**config.mk**
```make
export PLATFORM = sky130hd
export DESIGN_NAME = sec_attr_unit
export DESIGN_NICKNAME = d
export VERILOG_FILES = /design/src/rtl/sau_pkg.sv /design/src/rtl/sau_cfg_regs.sv /design/src/rtl/sau_lookup.sv /design/src/rtl/sec_attr_unit.sv
export SDC_FILE = /design/constraint.sdc
export NUM_CORES = 2
export LEC_CHECK = 0
export BUFFER_PORTS_ARGS = -buffer_cell sky130_fd_sc_hd__buf_4
export CAP_MARGIN = 15
export CORE_MARGIN = 4
export CORE_UTILIZATION = 43
export DETAILED_ROUTE_END_ITERATION = 8
export GPL_TIMING_DRIVEN = 0
export HOLD_SLACK_MARGIN = 0.05
export PLACE_DENSITY = 0.64
export SLEW_MARGIN = 20
export SYNTH_ARGS = -nofsm -noshare
export SYNTH_HDL_FRONTEND = slang
export SYNTH_SLANG_ARGS = --single-unit
```
**constraint.sdc**
```tcl
create_clock -name clk -period 10.8 [get_ports clk]
set_clock_uncertainty 0.2 [all_clocks]
set_input_delay 2.16 -clock clk [delete_from_list [all_inputs] [get_ports clk]]
set_output_delay 2.16 -clock clk [all_outputs]
set_load 0.02 [all_outputs]
```
**src/rtl/sau_pkg.sv**
```systemverilog
package sau_pkg;

  typedef enum logic [1:0] {
    ATTR_NS  = 2'b00,
    ATTR_NSC = 2'b01,
    ATTR_S   = 2'b10
  } attr_e;

  localparam int GRAN_LSB = 5;
  localparam int PAGE_W   = 32 - GRAN_LSB;

  typedef struct packed {
    logic [PAGE_W-1:0] base;
    logic [PAGE_W-1:0] limit;
    logic              en;
    logic              nsc;
  } region_t;

  // more secure of two attributes
  function automatic attr_e attr_max(attr_e a, attr_e b);
    return (a > b) ? a : b;
  endfunction

  // fixed aliased default map
  function automatic attr_e dflt_attr(logic [31:0] addr);
    if (addr[31:29] <= 3'd2)
      return addr[28] ? ATTR_S : ATTR_NS;
    return ATTR_NS;
  endfunction

  function automatic logic region_hit(logic [31:0] addr, region_t r);
    logic [PAGE_W-1:0] pg;
    pg = addr[31:GRAN_LSB];
    return r.en && (pg >= r.base) && (pg <= r.limit);
  endfunction

endpackage

```
**src/rtl/sau_cfg_regs.sv**
```systemverilog
module sau_cfg_regs
  import sau_pkg::*;
#(
  parameter int NUM_REGIONS = 8,
  parameter int IDX_W       = 5
) (
  input  logic                         clk,
  input  logic                         rst_n,
  input  logic                         cfg_valid,
  input  logic                         cfg_write,
  input  logic                         cfg_secure,
  input  logic [IDX_W-1:0]             cfg_idx,
  input  logic [31:0]                  cfg_wdata,
  output logic [31:0]                  cfg_rdata,
  output logic                         cfg_violation,
  output logic                         regions_on,
  output region_t [NUM_REGIONS-1:0]    regions
);

  logic sec_wr, ns_acc;
  assign sec_wr = cfg_valid && cfg_write && cfg_secure;
  assign ns_acc = cfg_valid && !cfg_secure;

  always_ff @(posedge clk or negedge rst_n) begin
    if (!rst_n) begin
      regions_on    <= 1'b0;
      cfg_violation <= 1'b0;
    end else begin
      if (sec_wr && cfg_idx == '0) regions_on <= cfg_wdata[0];
      if (ns_acc) cfg_violation <= 1'b1;
    end
  end

  for (genvar i = 0; i < NUM_REGIONS; i++) begin : g_reg
    localparam logic [IDX_W-1:0] BASE_IDX  = IDX_W'(2 + 2 * i);
    localparam logic [IDX_W-1:0] LIMIT_IDX = IDX_W'(3 + 2 * i);
    always_ff @(posedge clk or negedge rst_n) begin
      if (!rst_n) begin
        regions[i] <= '0;
      end else if (sec_wr) begin
        if (cfg_idx == BASE_IDX) regions[i].base <= cfg_wdata[31:GRAN_LSB];
        if (cfg_idx == LIMIT_IDX) begin
          regions[i].limit <= cfg_wdata[31:GRAN_LSB];
          regions[i].nsc   <= cfg_wdata[1];
          regions[i].en    <= cfg_wdata[0];
        end
      end
    end
  end

  always_comb begin
    cfg_rdata = '0;
    if (cfg_valid && !cfg_write && cfg_secure) begin
      if (cfg_idx == '0) cfg_rdata = {31'd0, regions_on};
      for (int i = 0; i < NUM_REGIONS; i++) begin
        if (cfg_idx == IDX_W'(2 + 2 * i))
          cfg_rdata = {regions[i].base, 5'd0};
        if (cfg_idx == IDX_W'(3 + 2 * i))
          cfg_rdata = {regions[i].limit, 3'd0, regions[i].nsc, regions[i].en};
      end
    end
  end

endmodule

```
**src/rtl/sau_lookup.sv**
```systemverilog
module sau_lookup
  import sau_pkg::*;
#(
  parameter int NUM_REGIONS = 8
) (
  input  region_t [NUM_REGIONS-1:0] regions,
  input  logic                      regions_on,
  input  logic [31:0]               addr,
  output attr_e                     attr,
  output attr_e                     dflt,
  output attr_e                     prog
);

  localparam int CNT_W = $clog2(NUM_REGIONS + 1);

  logic [NUM_REGIONS-1:0] hit;
  logic [NUM_REGIONS-1:0] hit_nsc;

  for (genvar i = 0; i < NUM_REGIONS; i++) begin : g_cmp
    assign hit[i]     = region_hit(addr, regions[i]);
    assign hit_nsc[i] = hit[i] && regions[i].nsc;
  end

  logic [CNT_W-1:0] n_hit;
  always_comb begin
    n_hit = '0;
    for (int i = 0; i < NUM_REGIONS; i++) n_hit = n_hit + CNT_W'(hit[i]);
  end

  always_comb begin
    if (!regions_on || n_hit != CNT_W'(1)) prog = ATTR_S;
    else if (|hit_nsc)                      prog = ATTR_NSC;
    else                                    prog = ATTR_NS;
  end

  assign dflt = dflt_attr(addr);
  assign attr = attr_max(prog, dflt);

endmodule

```
**src/rtl/sec_attr_unit.sv**
```systemverilog
module sec_attr_unit
  import sau_pkg::*;
#(
  parameter int NUM_REGIONS = 8,
  localparam int IDX_W      = $clog2(2 + 2 * NUM_REGIONS)
) (
  input  logic             clk,
  input  logic             rst_n,
  input  logic             cfg_valid,
  input  logic             cfg_write,
  input  logic             cfg_secure,
  input  logic [IDX_W-1:0] cfg_idx,
  input  logic [31:0]      cfg_wdata,
  output logic [31:0]      cfg_rdata,
  output logic             cfg_violation,
  input  logic [31:0]      data_addr,
  output logic [1:0]       data_attr,
  input  logic             fetch_valid,
  input  logic [31:0]      fetch_addr,
  output logic [1:0]       fetch_attr,
  output logic             core_secure
);

  region_t [NUM_REGIONS-1:0] regions;
  logic  regions_on;
  attr_e data_res, data_dflt, data_prog;
  attr_e fetch_res, fetch_dflt, fetch_prog;

  sau_cfg_regs #(.NUM_REGIONS(NUM_REGIONS), .IDX_W(IDX_W)) u_regs (
    .clk, .rst_n, .cfg_valid, .cfg_write, .cfg_secure, .cfg_idx, .cfg_wdata,
    .cfg_rdata, .cfg_violation, .regions_on, .regions
  );

  sau_lookup #(.NUM_REGIONS(NUM_REGIONS)) u_data_lu (
    .regions, .regions_on, .addr(data_addr),
    .attr(data_res), .dflt(data_dflt), .prog(data_prog)
  );

  sau_lookup #(.NUM_REGIONS(NUM_REGIONS)) u_fetch_lu (
    .regions, .regions_on, .addr(fetch_addr),
    .attr(fetch_res), .dflt(fetch_dflt), .prog(fetch_prog)
  );

  assign data_attr  = data_res;
  assign fetch_attr = fetch_res;

  always_ff @(posedge clk or negedge rst_n) begin
    if (!rst_n)           core_secure <= 1'b1;
    else if (fetch_valid) core_secure <= (fetch_res == ATTR_S);
  end

endmodule

```
==> flow_summary.yaml <==
clock_tree:
  cts_buffer_depth: 3
  cts_tree: "yes"
  htreeDepth: 2
  cts_inserted_buffers: 54
  cts_hold_buf: 0
  clock-sinks: 451
  post_cts_buffers: 0
  path_clk_slew_ns: 0.07
  clkLatencyLatePin_ns: 0.64
  clock_tree.root_cell: "clkbuf_16"
die:
  core_area_um2: 93600
  start_util_pct: 43.4
  die-width_um: 315
  io_pins: 145
  rows: 112
  die_y_um: 315
  die-area_um2: 99500
drt:
  drc_errors: 0
  antenna_left: 0
  drt_first_pass_iters: 8
  vias: 38738
  wl_per_cell_um: 30.8
  routed_wl_um: 183000
  first_iter_violations: 4461
  drt-vias-per-instance: 6.51
placed_design:
  gp_congestion: 1.07
  portBuffers: 125
  place_hpwl_um: 145000
sta:
  fin_crit_sh_pct: 99.6
  rsz0062_at_grt: "no"
  final_max_slew_viol_count: 0
  fin_crit_ns: 10.76
  maxClockFrequency_ghz: 0.0929
  slew_headroom_pct: 14.0
  hold_slack_ns: 0.267
  tightest_slew_ns: 1.29
  setup_violations: 0
  hold_viol: 0
synthesis:
  ys_ff_latch: 451
  syn_area_per_cell_um2: 9.12
  synth_top_area_share_pct: 27.7
  synth_largest_area_cell: "dfrtp_1"
  synth_edf_count: 0
  synthCells: 4455
  netlist_area_um2: 40600
  ys.warnings.count: 0
  synth.most_common_cell: "ha_1"
  yosys-top-cells-count: "ha_1, inv_1, dfrtp_1"
  synth_cell_types: 74
  synth-async-reset-ratio_pct: 100
  synthFlopType: "dfrtp_1"
  synth_area_leaders: "dfrtp_1, ha_1, mux2_2"
  ys_seq_area_share_pct: 27.8
global_route:
  grt_max_degree: 98
  grt_first_pass_wirelength_um: 258000
  track_usage_pct: 35.9
  antenna_found_initial: 5
  grt_overflow_total: 0
  grt_pass1_vias: 37643
critical_path:
  cpPeakStageDelay_ns: 0.76
  startpoint_type: "primary input"
  critPathKind: "primary input to output port"
  cp.required_ns: 8.44
  crit_chain: "buf_4 > clkinv_2 > ha_1 > nand4_1 > nor4_1 > a21oi_1 > a21oi_1 > a211oi_1 > a21oi_1 > fa_1 > fa_1 > inv_1 > fa_1 > inv_1 > fa_1 > nor2_1 > nand3_1 > ha_1 > inv_1 > and3_1 > a311oi_1 > buf_4"
  crit_family: "adder cells"
  cp_max_fo: 16
  path_common_cell: "fa_1"
  crit_slowest_cell: "nor4_1"
  critPathBufInv: 6
  cp-end-kind: "output port"
  worst_ep_arrival_time_ns: 8.40
final_layout:
  nets: 5633
  seq_area_um2: 11300
  drive_above_1_share_pct: 11.5
  multi_input_area_um2: 27100
  area_delta_synth_final_pct: 11.6
  fill_cells: 9186
power:
  leakage_nw: 21.6
  p_per_area_nw_per_um2: 128
  seqPwrFrac_pct: 34.9
  vdd_drop_max_mv: 0.123
  clock_power_share_pct: 35.5
  finalPower_mw: 5.80
  p_sw_share_pct: 35.8
  p_int_mw: 3.72
  comb_power_share_pct: 29.7
  switching_power_mw: 2.07
min_path:
  holdCritPathClass: "register to register"
status:
  outcome: "complete, no violations"
run:
  drv_cap: 0
==> path summary, 6_finish.rpt <==
path,start,depth (start not counted),end,slack [ns]
max in group asynchronous,rst_n,3,u_regs.regions[126],7.87
worst min-delay path,u_regs.cfg_violation,1,u_regs.cfg_violation,0.27
worst max register to register,u_regs.regions[274],18,core_secure,5.03
worst max-delay path,fetch_addr[5],22,fetch_attr[1],0.04
worst min register to register,u_regs.cfg_violation,1,u_regs.cfg_violation,0.27
min in group asynchronous,rst_n,1,u_regs.regions[231],1.23
==> cell families after synthesis <==
| group | synth area share [%] |
|---|---|
| AOI/OAI and AO/OA | 19.0 |
| and+or+nand+nor | 11.7 |
| other | 0.00923 |
| buffers and inverters | 5.75 |
| adders and majority gates | 27.2 |
| muxes | 8.53 |
| DFF | 27.8 |
==> per-layer routing <==
metal | share of wire (%) | track usage (%)
met5 | 0.0076 | 0
met2 | 42 | 54.6
met4 | 7.9 | 22.9
met1 | 40 | 46.8
met3 | 10 | 7.07
==> sequential cells by signal (all words and copies together), names as in the netlist <==
register              cells
core_secure               1
u_regs.cfg_violation      1
u_regs.regions_on         1
u_regs.regions          448
==> what timing repair did <==
item	4_1_cts	5_1_grt
setup endpoints to repair	0	3
endpoints found under the hold margin	0	0
resized for setup	0	5
==> layout by cell type, fill, tap and decap left out, drive strengths merged, types with 45 or more instances in the layout <==
master / instances
a211oi: 68
a21o: 102
a21oi: 283
buf: 151
clkbuf: 204
dfrtp: 450
ha: 872
inv: 467
mux2: 268
mux2i: 45
nand2: 371
nand3: 103
nand4: 131
nor2: 150
nor2b: 45
nor3: 47
o21ai: 359
==> power by group through the flow <==
| stage | Clock, mW | Sequential [mW] | Combinational (mW) |
|---|---|---|---|
| floorplan | 0 | 1.97 | 1.06 |
| global placement | 0 | 2.03 | 1.62 |
| detailed placement | 0 | 2.04 | 1.67 |
| CTS | 2.06 | 2.01 | 1.68 |
| global route | 2.12 | 2.03 | 1.91 |
| finish | 2.06 | 2.02 | 1.72 |
==> layout make-up <==
type | instances | area share (%)
Inverter | 467 | 3.87
Multi-Input combinational cell | 3388 | 59.7
Tap cell | 1254 | 3.46
Timing Repair Buffer | 133 | 2.45
Clock buffer | 71 | 3.42
Clock inverter | 31 | 0.875
Sequential cell | 451 | 24.9
Antenna cell | 2 | 0.0110
Buffer | 151 | 1.30
==> through the flow <==
stage | cells | setup WS (ns) | TNS (ns) | util, % | instance area [um2]
2_1_floorplan | 4457 | 1.45 | 0 | - | 40600
3_3_place_gp | 5836 | -0.317 | -0.825 | 46.1 | 43200
3_5_place_dp | 5844 | 0.0472 | 0 | 46.3 | 43400
4_1_cts | 5946 | 0.0290 | 0 | 48.4 | 45300
5_1_grt | 5946 | 0.00154 | 0 | 48.4 | 45300
6_report | 5948 | 0.0412 | 0 | 48.4 | 45300
Note: power is estimated with default switching activity, not from simulation.
